File: src/rtl/eebr_pkg.sv
package eebr_pkg;
  typedef struct packed {
    logic sel;
    logic clk;
    logic din;
  } rom_pins_t;
endpackage

File: src/rtl/eebr_wr_decode.sv
module eebr_wr_decode
  import eebr_pkg::*;
#(
  parameter int ADDR_W = 8,
  parameter int DATA_W = 32,
  parameter logic [ADDR_W-1:0] OFS_BANG = 'h80,
  parameter logic [ADDR_W-1:0] OFS_DROP = 'hC0,
  parameter int BIT_CLK = 7,
  parameter int BIT_DIN = 6
) (
  input  logic              clk,
  input  logic              rst_n,
  input  logic              hw_valid,
  output logic              hw_ready,
  input  logic [ADDR_W-1:0] hw_addr,
  input  logic [DATA_W-1:0] hw_data,
  output logic              pw_valid,
  input  logic              pw_ready,
  output logic [ADDR_W-1:0] pw_addr,
  output logic [DATA_W-1:0] pw_data,
  output rom_pins_t         pins,
  output logic              rise_stb
);
  logic hit_bang, hit_drop, hit_any;
  rom_pins_t pins_q;

  assign hit_bang = (hw_addr == OFS_BANG);
  assign hit_drop = (hw_addr == OFS_DROP);
  assign hit_any  = hit_bang | hit_drop;

  // forwarding path, back-pressure passes straight through
  assign pw_valid = hw_valid & ~hit_any;
  assign pw_addr  = hw_addr;
  assign pw_data  = hw_data;
  assign hw_ready = hit_any ? 1'b1 : pw_ready;

  always_ff @(posedge clk) begin
    if (!rst_n) begin
      pins_q <= '0;
    end else if (hw_valid && hit_bang) begin
      pins_q.sel <= 1'b1;
      pins_q.clk <= hw_data[BIT_CLK];
      pins_q.din <= hw_data[BIT_DIN];
    end else if (hw_valid && hit_drop) begin
      pins_q <= '0;
    end
  end

  assign pins     = pins_q;
  assign rise_stb = hw_valid & hit_bang & hw_data[BIT_CLK] & ~pins_q.clk;

  assert_bang_R1: assert property (@(posedge clk) disable iff (!rst_n)
    (hw_valid && hit_bang) |=> (pins.sel && pins.clk == $past(hw_data[BIT_CLK])
                                && pins.din == $past(hw_data[BIT_DIN])));
  assert_drop_R2: assert property (@(posedge clk) disable iff (!rst_n)
    (hw_valid && hit_drop) |=> (pins == '0));
  assert_hold_R3: assert property (@(posedge clk) disable iff (!rst_n)
    !(hw_valid && hit_any) |=> $stable(pins));
  assert_idle_low_R3: assert property (@(posedge clk) disable iff (!rst_n)
    !pins.sel |-> (!pins.clk && !pins.din));
  assert_no_fwd_R5: assert property (@(posedge clk) disable iff (!rst_n)
    pw_valid |-> (pw_addr != OFS_BANG && pw_addr != OFS_DROP));
endmodule

File: src/rtl/eebr_rd_gate.sv
module eebr_rd_gate #(
  parameter int ADDR_W = 8,
  parameter int DATA_W = 32,
  parameter int LEN_W  = 3
) (
  input  logic [ADDR_W-1:0] rd_addr,
  input  logic [LEN_W-1:0]  rd_len,
  input  logic [DATA_W-1:0] rd_dflt,
  input  logic              rom_dout,
  output logic [DATA_W-1:0] rd_data
);
  localparam int NBYTES = DATA_W / 8;
  logic squash;

  assign squash = (rd_addr == '0) && (rd_len == LEN_W'(1)) && !rom_dout;

  for (genvar b = 0; b < NBYTES; b++) begin : g_byte
    if (b == 0) begin : g_low
      assign rd_data[7:0] = squash ? 8'h00 : rd_dflt[7:0];
    end else begin : g_pass
      assign rd_data[b*8 +: 8] = rd_dflt[b*8 +: 8];
    end
  end

  always_comb begin
    assert_low_byte_only_R6: assert (rd_data[DATA_W-1:8] == rd_dflt[DATA_W-1:8]);
  end
endmodule

File: src/rtl/eebr_sum_check.sv
module eebr_sum_check #(
  parameter int WORD_W = 16,
  parameter int WORDS  = 64,
  parameter logic [WORD_W-1:0] TARGET = 'h1234
) (
  input  logic clk,
  input  logic rst_n,
  input  logic arm,
  input  logic bit_stb,
  input  logic bit_val,
  output logic done,
  output logic ok
);
  localparam int BCNT_W = $clog2(WORD_W);
  localparam int WCNT_W = $clog2(WORDS + 1);

  logic              active;
  logic [BCNT_W-1:0] bcnt;
  logic [WCNT_W-1:0] wcnt;
  logic [WORD_W-1:0] shreg, sum, word_nx;

  assign word_nx = {shreg[WORD_W-2:0], bit_val};

  always_ff @(posedge clk) begin
    if (!rst_n) begin
      active <= 1'b0; bcnt <= '0; wcnt <= '0;
      shreg <= '0; sum <= '0; done <= 1'b0; ok <= 1'b0;
    end else if (arm) begin
      active <= 1'b1; bcnt <= '0; wcnt <= '0;
      shreg <= '0; sum <= '0; done <= 1'b0; ok <= 1'b0;
    end else if (active && bit_stb) begin
      shreg <= word_nx;
      if (bcnt == BCNT_W'(WORD_W - 1)) begin
        bcnt <= '0;
        sum  <= sum + word_nx;
        wcnt <= wcnt + 1'b1;
        if (wcnt == WCNT_W'(WORDS - 1)) begin
          active <= 1'b0;
          done   <= 1'b1;
          ok     <= ((sum + word_nx) == TARGET);
        end
      end else begin
        bcnt <= bcnt + 1'b1;
      end
    end
  end

  assert_done_idle_R9: assert property (@(posedge clk) disable iff (!rst_n)
    done |-> !active);
  assert_ok_needs_done_R9: assert property (@(posedge clk) disable iff (!rst_n)
    ok |-> done);
  assert_arm_clears_R10: assert property (@(posedge clk) disable iff (!rst_n)
    arm |=> (!done && !ok && wcnt == '0));
  assert_word_bound_R8: assert property (@(posedge clk) disable iff (!rst_n)
    wcnt <= WCNT_W'(WORDS));
endmodule

File: src/rtl/cfg_eeprom_bridge.sv
module cfg_eeprom_bridge
  import eebr_pkg::*;
#(
  parameter int ADDR_W = 8,
  parameter int DATA_W = 32,
  parameter int LEN_W  = 3,
  parameter int WORD_W = 16,
  parameter int WORDS  = 64,
  parameter logic [WORD_W-1:0] TARGET = 'h1234,
  parameter logic [ADDR_W-1:0] OFS_BANG = 'h80,
  parameter logic [ADDR_W-1:0] OFS_DROP = 'hC0
) (
  input  logic              clk,
  input  logic              rst_n,
  input  logic              hw_valid,
  output logic              hw_ready,
  input  logic [ADDR_W-1:0] hw_addr,
  input  logic [DATA_W-1:0] hw_data,
  output logic              pw_valid,
  input  logic              pw_ready,
  output logic [ADDR_W-1:0] pw_addr,
  output logic [DATA_W-1:0] pw_data,
  input  logic [ADDR_W-1:0] rd_addr,
  input  logic [LEN_W-1:0]  rd_len,
  input  logic [DATA_W-1:0] rd_dflt,
  output logic [DATA_W-1:0] rd_data,
  output logic              rom_sel,
  output logic              rom_clk,
  output logic              rom_din,
  input  logic              rom_dout,
  input  logic              chk_arm,
  output logic              img_done,
  output logic              img_ok
);
  rom_pins_t pins;
  logic      rise_stb;

  eebr_wr_decode #(
    .ADDR_W(ADDR_W), .DATA_W(DATA_W), .OFS_BANG(OFS_BANG), .OFS_DROP(OFS_DROP),
    .BIT_CLK(7), .BIT_DIN(6)
  ) u_wr (
    .clk(clk), .rst_n(rst_n),
    .hw_valid(hw_valid), .hw_ready(hw_ready), .hw_addr(hw_addr), .hw_data(hw_data),
    .pw_valid(pw_valid), .pw_ready(pw_ready), .pw_addr(pw_addr), .pw_data(pw_data),
    .pins(pins), .rise_stb(rise_stb)
  );

  eebr_rd_gate #(.ADDR_W(ADDR_W), .DATA_W(DATA_W), .LEN_W(LEN_W)) u_rd (
    .rd_addr(rd_addr), .rd_len(rd_len), .rd_dflt(rd_dflt),
    .rom_dout(rom_dout), .rd_data(rd_data)
  );

  eebr_sum_check #(.WORD_W(WORD_W), .WORDS(WORDS), .TARGET(TARGET)) u_sum (
    .clk(clk), .rst_n(rst_n), .arm(chk_arm),
    .bit_stb(rise_stb), .bit_val(rom_dout),
    .done(img_done), .ok(img_ok)
  );

  assign rom_sel = pins.sel;
  assign rom_clk = pins.clk;
  assign rom_din = pins.din;
endmodule

File: config.mk
export PLATFORM = sky130hd
export DESIGN_NAME = cfg_eeprom_bridge
export DESIGN_NICKNAME = d
export VERILOG_FILES = /design/src/rtl/eebr_pkg.sv /design/src/rtl/eebr_wr_decode.sv /design/src/rtl/eebr_rd_gate.sv /design/src/rtl/eebr_sum_check.sv /design/src/rtl/cfg_eeprom_bridge.sv
export SDC_FILE = /design/constraint.sdc
export NUM_CORES = 1
export LEC_CHECK = 0
export BUFFER_PORTS_ARGS = -buffer_cell sky130_fd_sc_hd__buf_2
export CORE_MARGIN = 4
export CORE_UTILIZATION = 42
export DETAILED_ROUTE_END_ITERATION = 16
export GPL_TIMING_DRIVEN = 0
export PLACE_DENSITY = 0.81
export SYNTH_ARGS = -nofsm -noshare
export SYNTH_HDL_FRONTEND = slang
export SYNTH_SLANG_ARGS = --single-unit
File: constraint.sdc
create_clock -name clk -period 2.4 [get_ports clk]
set_input_delay 0.12 -clock clk [delete_from_list [all_inputs] [get_ports clk]]
set_output_delay 0.12 -clock clk [all_outputs]
set_load 0.05 [all_outputs]
Yosys cells after proc, flatten, opt, wreduce, memory -nomap -nowiden
Index checks and enable logic that the tools add are counted.
{ "word_totals": {"input_bits": 89, "reg_bits": 48, "elab_cells": 51, "output_inout_bits": 79} }
{ "classes": {"n_reduce_logical": 15, "eq_ne": 6, "mux": 9, "n_bitwise": 8, "add_sub_neg": 3} }
{ "op_table": {"columns": ["cell", "count"], "rows": [
  ["adder 16 bit", 1],
  ["== test 16 x 13 -> 1 bit, second input constant", 1],
  ["== test 8 bit, second input constant", 2],
  ["zero test 8 bit", 1],
  ["2-to-1 mux 8 bit", 1],
  ["nonzero test 2 bit", 4],
  ["adder 7 x 1 -> 7 bit, second input constant", 1],
  ["== test 7 x 6 -> 1 bit, second input constant", 1],
  ["2-to-1 mux 3 bit", 2],
  ["AND reduction 3 bit", 2],
  ["logical AND 1 bit", 5],
  ["2-to-1 mux 1 bit", 5],
  ["adder 4 x 1 -> 4 bit, second input constant", 1],
  ["bitwise AND 1 bit", 4],
  ["== test 4 bit, second input constant", 1],
  ["2-to-1 mux 4 bit", 1],
  ["== test 3 x 1 -> 1 bit, second input constant", 1],
  ["inverter 1 bit", 3],
  ["AND reduction 2 bit", 1],
  ["OR reduction 2 bit", 1],
  ["zero test 1 bit", 1],
  ["OR 1 bit", 1]
]} }

Longest topological paths before layout
{ "depth": {"word_depth": 7, "depth_mapped": 11, "depth_no_buf": 11} }

Cells and area by module
A second synthesis with hierarchy kept.
{ "hier_totals": {"cells_unflattened": 428, "area_unflattened_um2": 3395.8} }
{ "modules_own_cells": {"columns": ["mod", "n_inst", "seq_area_each_um2", "cells_each", "area_each_um2"], "rows": [
  ["eebr_sum_check", 1, 900.9, 325, 2600.0],
  ["eebr_wr_decode", 1, 60.1, 60, 495.5],
  ["eebr_rd_gate", 1, 0.0, 43, 300.3]
]} }

Least setup slack after synthesis
OpenSTA, ideal clock, no wires.
{ "synth_path": {"path_kind": "reg-to-reg", "from": "register u_sum.sum[3]", "to": "register u_sum.ok", "synth_period_minus_slack_ps": 2366, "path_stages_with_launch": 10, "t_required_ps": 2340, "slack_ps": 34, "arrival_time_ps": 2306, "n_path_buf": 0, "setup_ps": 60, "path_cell_list": "dfxtp_1 ha_1 and3_1 a22o_1 o21ai_0 o21ai_0 a2111o_1 a31oi_1 nand4_1 nand2_1"} }
{ "synth_via": {"elab_chain_len": 2} }
{ "synth_rtl": {"columns": ["element", "line_no", "source"], "rows": [
  ["start: declaration", "eebr_sum_check.sv:20", "logic [WORD_W-1:0] shreg, sum, word_nx;"],
  ["start signal: assignment", "eebr_sum_check.sv:35", "sum <= sum + word_nx;"],
  ["adder 16 bit", "eebr_sum_check.sv:40", "ok <= ((sum + word_nx) == TARGET);"],
  ["== test 16 x 13 -> 1 bit", "eebr_sum_check.sv:40", null],
  ["end signal: assignment", "eebr_sum_check.sv:40", null],
  ["end: declaration", "eebr_sum_check.sv:12", "output logic ok"]
]} }
Every way passes these cells.
A chain may end at the register's enable or synchronous reset.

Worst setup path after layout
{ "layout_path": {"from": "register u_sum.shreg[3]", "to": "register u_sum.ok"} }
{ "layout_via": {"elab_chain_len": 2} }
{ "layout_rtl": {"columns": ["element", "line_no", "source"], "rows": [
  ["start: declaration", "eebr_sum_check.sv:20", null],
  ["start signal: assignment", "eebr_sum_check.sv:32", "shreg <= word_nx;"],
  ["adder 16 bit", "eebr_sum_check.sv:40", null],
  ["== test 16 x 13 -> 1 bit", "eebr_sum_check.sv:40", null]
]} }
Every way passes these cells.

==> run summary <==
The run finished, with violations left. The checks that failed: negative setup slack. The tools report the final routed DRC violation total as 0. The tools report the combined area of all synthesized cells as 3250 µm².

The tools report the count of boundary I/O pins as 168. Setup violations remaining at the end of the flow were counted as 2. The via-per-instance ratio is 5.18, and the number of enable flip-flop cells after synthesis is 0. TritonCTS built the clock tree.

Number of port buffers: 113. Among all flip-flop cells after synthesis, the most frequent one is sky130_fd_sc_hd__dfxtp_1. Number of global-route vias before repair: 3,118.

Number of buffers between clock root and the deepest sink: 2. The class of the tightest hold or removal check is input port to flop. Worst slack on hold paths: 0.0828 ns.

The number of hold buffers added after CTS was 0. The data arrival at the endpoint of the critical path is 2.68 ns, and the endpoint required time on the critical path is 2.65 ns. The placed wire-length estimate after detailed placement is 6.60 mm. The category of the critical setup timing path is flop to flop. The detail-routed net length per standard cell came out at 13.4 µm. The endpoint of the worst-slack reg-to-reg timing path is u_sum.ok.

The run gives 8.55 mm as the aggregate routed wire length. The worst hold path terminates at u_sum.shreg[0]. Yosys mapped the design onto 51 distinct sky130hd cell types. Measured on the finished design, the core utilization comes to 57.0%.

In this run the clock root is driven by a sky130_fd_sc_hd__clkbuf_8. The run gives 0.873 as the final RePlAce weighted congestion. The first global-routing pass estimated 13.3 mm of wire.

The clock reaches the later pin of the worst-skew pair after 0.31 ns. The portion of the clock cycle consumed by the worst path in the final layout is 101%. For the floorplan core area, the log shows 7370 µm².

Yosys printed 0 warnings. Counting every net in the synthesized netlist gives 523. The worst register-to-register path begins at u_sum.shreg[3]. The clock transition at the registers of the reported paths works out to 0.09 ns.

0 antenna diodes ended up in the layout. For the pin with the worst max-slew slack, the measured transition is 0.602 ns. Sink count of the clock tree: 48. The flop and latch count out of synthesis was 48; the floorplan die area was 9210 µm². The total non-filler cell area in the finished layout was 4200 µm². Entering global routing, the biggest net connects 16 pins. Worst-path cell with the longest stage delay: sky130_fd_sc_hd__dfxtp_2.

The run gives 0 as the count of pins over their slew limit. Dividing total power by cell area gives a power density of 417 nW/µm². TritonCTS created 5 clock buffers. The die boundary height was 96.0 µm; the gate count of the mapped netlist was 416. The count of cells in the finished layout, fillers not included, comes to 638. The logs give 0 for the hold violation count in the final report and 0 for the total grt overflow. The worst hold path was traced through 3 stages.

For the setup slack after layout, the log shows -0.0267 ns. Kind of end point of the critical path: a flop. In this run the tightest slew margin relative to its limit is 59.9%. The floorplan step set the die width to 96.0 µm. The area growth from synthesis to layout came out at 29.2%. Setup repair after global routing could not meet its margin everywhere. The biggest area consumer among synthesized cells was sky130_fd_sc_hd__dfxtp_1. In this run the number of H-tree levels came out at 2. The leakage power of the design was 1.85 nW; the fraction of synthesis flops using an asynchronous set or reset pin was 0%. After the first detailed-routing iteration, the DRC count stood at 174. The clock arrives with 0.00686 ns of skew. In this run the worst path has a maximum fanout of 5. Once the floorplan was initialized, standard cells occupied 44.1% of the core. For flop-to-flop paths, the worst setup slack is -0.03 ns.

The tools report the post-detailed-route count of antenna-violating nets as 0. STA classifies the critical path startpoint as a flop. The number of search-and-repair iterations in the first detailed-routing pass is 4, and the placed standard-cell area is 3940 µm². The worst register-to-register path has a depth of 9. The commonest cells after synthesis are 74 x sky130_fd_sc_hd__nand2_1, 65 x sky130_fd_sc_hd__buf_4, 48 x sky130_fd_sc_hd__dfxtp_1. The routed design could run at a clock period as short as 2.43 ns.

The tools report the proportion of synthesized chip area in sequential cells as 29.6%. The library cell with the highest instance count after synthesis was sky130_fd_sc_hd__nand2_1. The final layout contains 645 nets. The tools report the number of violations of the max-capacitance limit as 0.

Detailed routing inserted a total of 3,308 vias. Average size of a mapped cell: 7.81 µm². In this run the biggest area consumer among cell types represents 29.6% of the synthesized area. The longest individual stage delay on the worst path came out at 0.36 ns. The run gives 0.412 GHz as the top achievable clock speed.

The signal on the critical path passes through ha_2, and3_1, a221oi_2, o21ai_1, a211oi_2, o22ai_1, nor4_2, nand4_1, nand2_1. Ranked by total cell area, the synthesized netlist is headed by sky130_fd_sc_hd__dfxtp_1 30%, sky130_fd_sc_hd__buf_4 15%, sky130_fd_sc_hd__nand2_1 8.5%. The number of antenna violations at the first check in global routing was 0.

The total placed cells including tap cells was 628. VDD sags by at most 401 µV. In this run the most critical hold path is launched from rom_dout. Share of post-route cells with drive strength above 1: 41.6%. The number of standard-cell rows in the floorplan is 31, and the total routing resource utilization after global routing is 17.9%.
==> kinds of logic after synthesis <==
kind of cell	share of synthesized area, %
adder cells (fa/ha/maj)	7.16
XOR/XNOR	3.23
AO/OA/AOI/OAI	16.9
buffers and inverters	17.7
flip-flops	29.6
AND/OR/NAND/NOR	25.4
==> sequential cells by signal (all words and copies together), names as in the netlist <==
signal,count
u_sum.shreg,15
u_sum.sum,16
u_sum.active,1
u_sum.ok,1
u_sum.wcnt,7
u_sum.done,1
u_sum.bcnt,4
u_wr.pins,3
==> where the power goes <==
| part | internal, W | total (W) | switching [W] |
|---|---|---|---|
| logic | 0.000140 | 0.000440 | 0.000301 |
| registers | 0.000797 | 0.000797 | 0.000000521 |
| clock network | 0.000233 | 0.000511 | 0.000278 |
==> critical path, delay by kind of cell, from the launching register on <==
family                   cells  cell delay (ns)
AND/OR/NAND/NOR              4             0.78
adder cells (fa/ha/maj)      1             0.30
flip-flops                   1             0.36
AO/OA/AOI/OAI                4             0.93
==> stage by stage <==
step           power (W)  TNS, ns  setup slack, ns
3_5_place_dp     0.00126    -1.02           -0.341
5_1_grt          0.00181   -0.121          -0.0696
3_3_place_gp     0.00125   -0.560           -0.338
2_1_floorplan    0.00116        0           0.0344
6_report         0.00175  -0.0363          -0.0267
4_1_cts          0.00176        0         0.000157
==> area by class of cell <==
cell class	instances	area, µm²
Clock buffer	6	82.6
Clock inverter	2	15.0
Sequential cell	48	968
Tap cell	99	124
Fill cell	682	3170
Timing Repair Buffer	116	592
Inverter	10	37.5
Multi-Input combinational cell	282	1850
Buffer	75	533
==> cells in the final DEF (no fill, tap or decap), types with 3 or more instances in the layout <==
master / count
sky130_fd_sc_hd__inv_1: 9
sky130_fd_sc_hd__or2_2: 3
sky130_fd_sc_hd__nor2b_1: 4
sky130_fd_sc_hd__dfxtp_1: 42
sky130_fd_sc_hd__ha_4: 3
sky130_fd_sc_hd__and3_1: 5
sky130_fd_sc_hd__nand2_1: 74
sky130_fd_sc_hd__xor2_1: 6
sky130_fd_sc_hd__buf_2: 113
sky130_fd_sc_hd__o211ai_1: 3
sky130_fd_sc_hd__nand3_1: 7
sky130_fd_sc_hd__buf_4: 67
sky130_fd_sc_hd__dfxtp_2: 6
sky130_fd_sc_hd__clkbuf_1: 7
sky130_fd_sc_hd__a21oi_1: 41
sky130_fd_sc_hd__o21ai_0: 8
sky130_fd_sc_hd__xnor2_1: 5
sky130_fd_sc_hd__clkbuf_8: 6
sky130_fd_sc_hd__o21a_1: 4
sky130_fd_sc_hd__nor3_1: 10
sky130_fd_sc_hd__or3_1: 5
sky130_fd_sc_hd__nand4_1: 6
sky130_fd_sc_hd__a211oi_1: 3
sky130_fd_sc_hd__ha_1: 12
sky130_fd_sc_hd__and2_1: 11
sky130_fd_sc_hd__nor2_1: 19
sky130_fd_sc_hd__a21o_1: 5
==> worst max path at each step <==
stage	start	end	slack, ns	depth (start not counted)
2_1_floorplan	u_sum.sum[3]	u_sum.ok	0.03	9
3_3_place_gp	u_sum.shreg[2]	u_sum.ok	-0.34	9
3_5_place_dp	hw_addr[2]	u_sum.ok	-0.34	9
4_1_cts	u_sum.sum[0]	u_sum.ok	0.0002	11
5_1_grt	u_sum.sum[0]	u_sum.ok	-0.07	11
6_report	u_sum.shreg[3]	u_sum.ok	-0.03	9
==> layer usage <==
| layer | part of all wire [%] | wire, µm | GRT usage (%) | up-vias |
|---|---|---|---|---|
| li1 | - | - | - | 1630 |
| met1 | 40 | 3430 | 21.0 | 1512 |
| met2 | 50 | 4300 | 33.2 | 152 |
| met3 | 8.1 | 694 | 2.74 | 14 |
| met4 | 1.5 | 129 | 5.69 | 0 |
| met5 | 0 | 0 | 0 | - |
==> what timing repair did <==
action | CTS | global route
gates resized for setup | 20 | 14
hold endpoints to repair | 0 | 0
endpoints found under the setup margin | 4 | 5
buffers inserted | 3 | 0
pin swaps | 6 | 16
No activity file was read; power rests on OpenSTA's default activity.
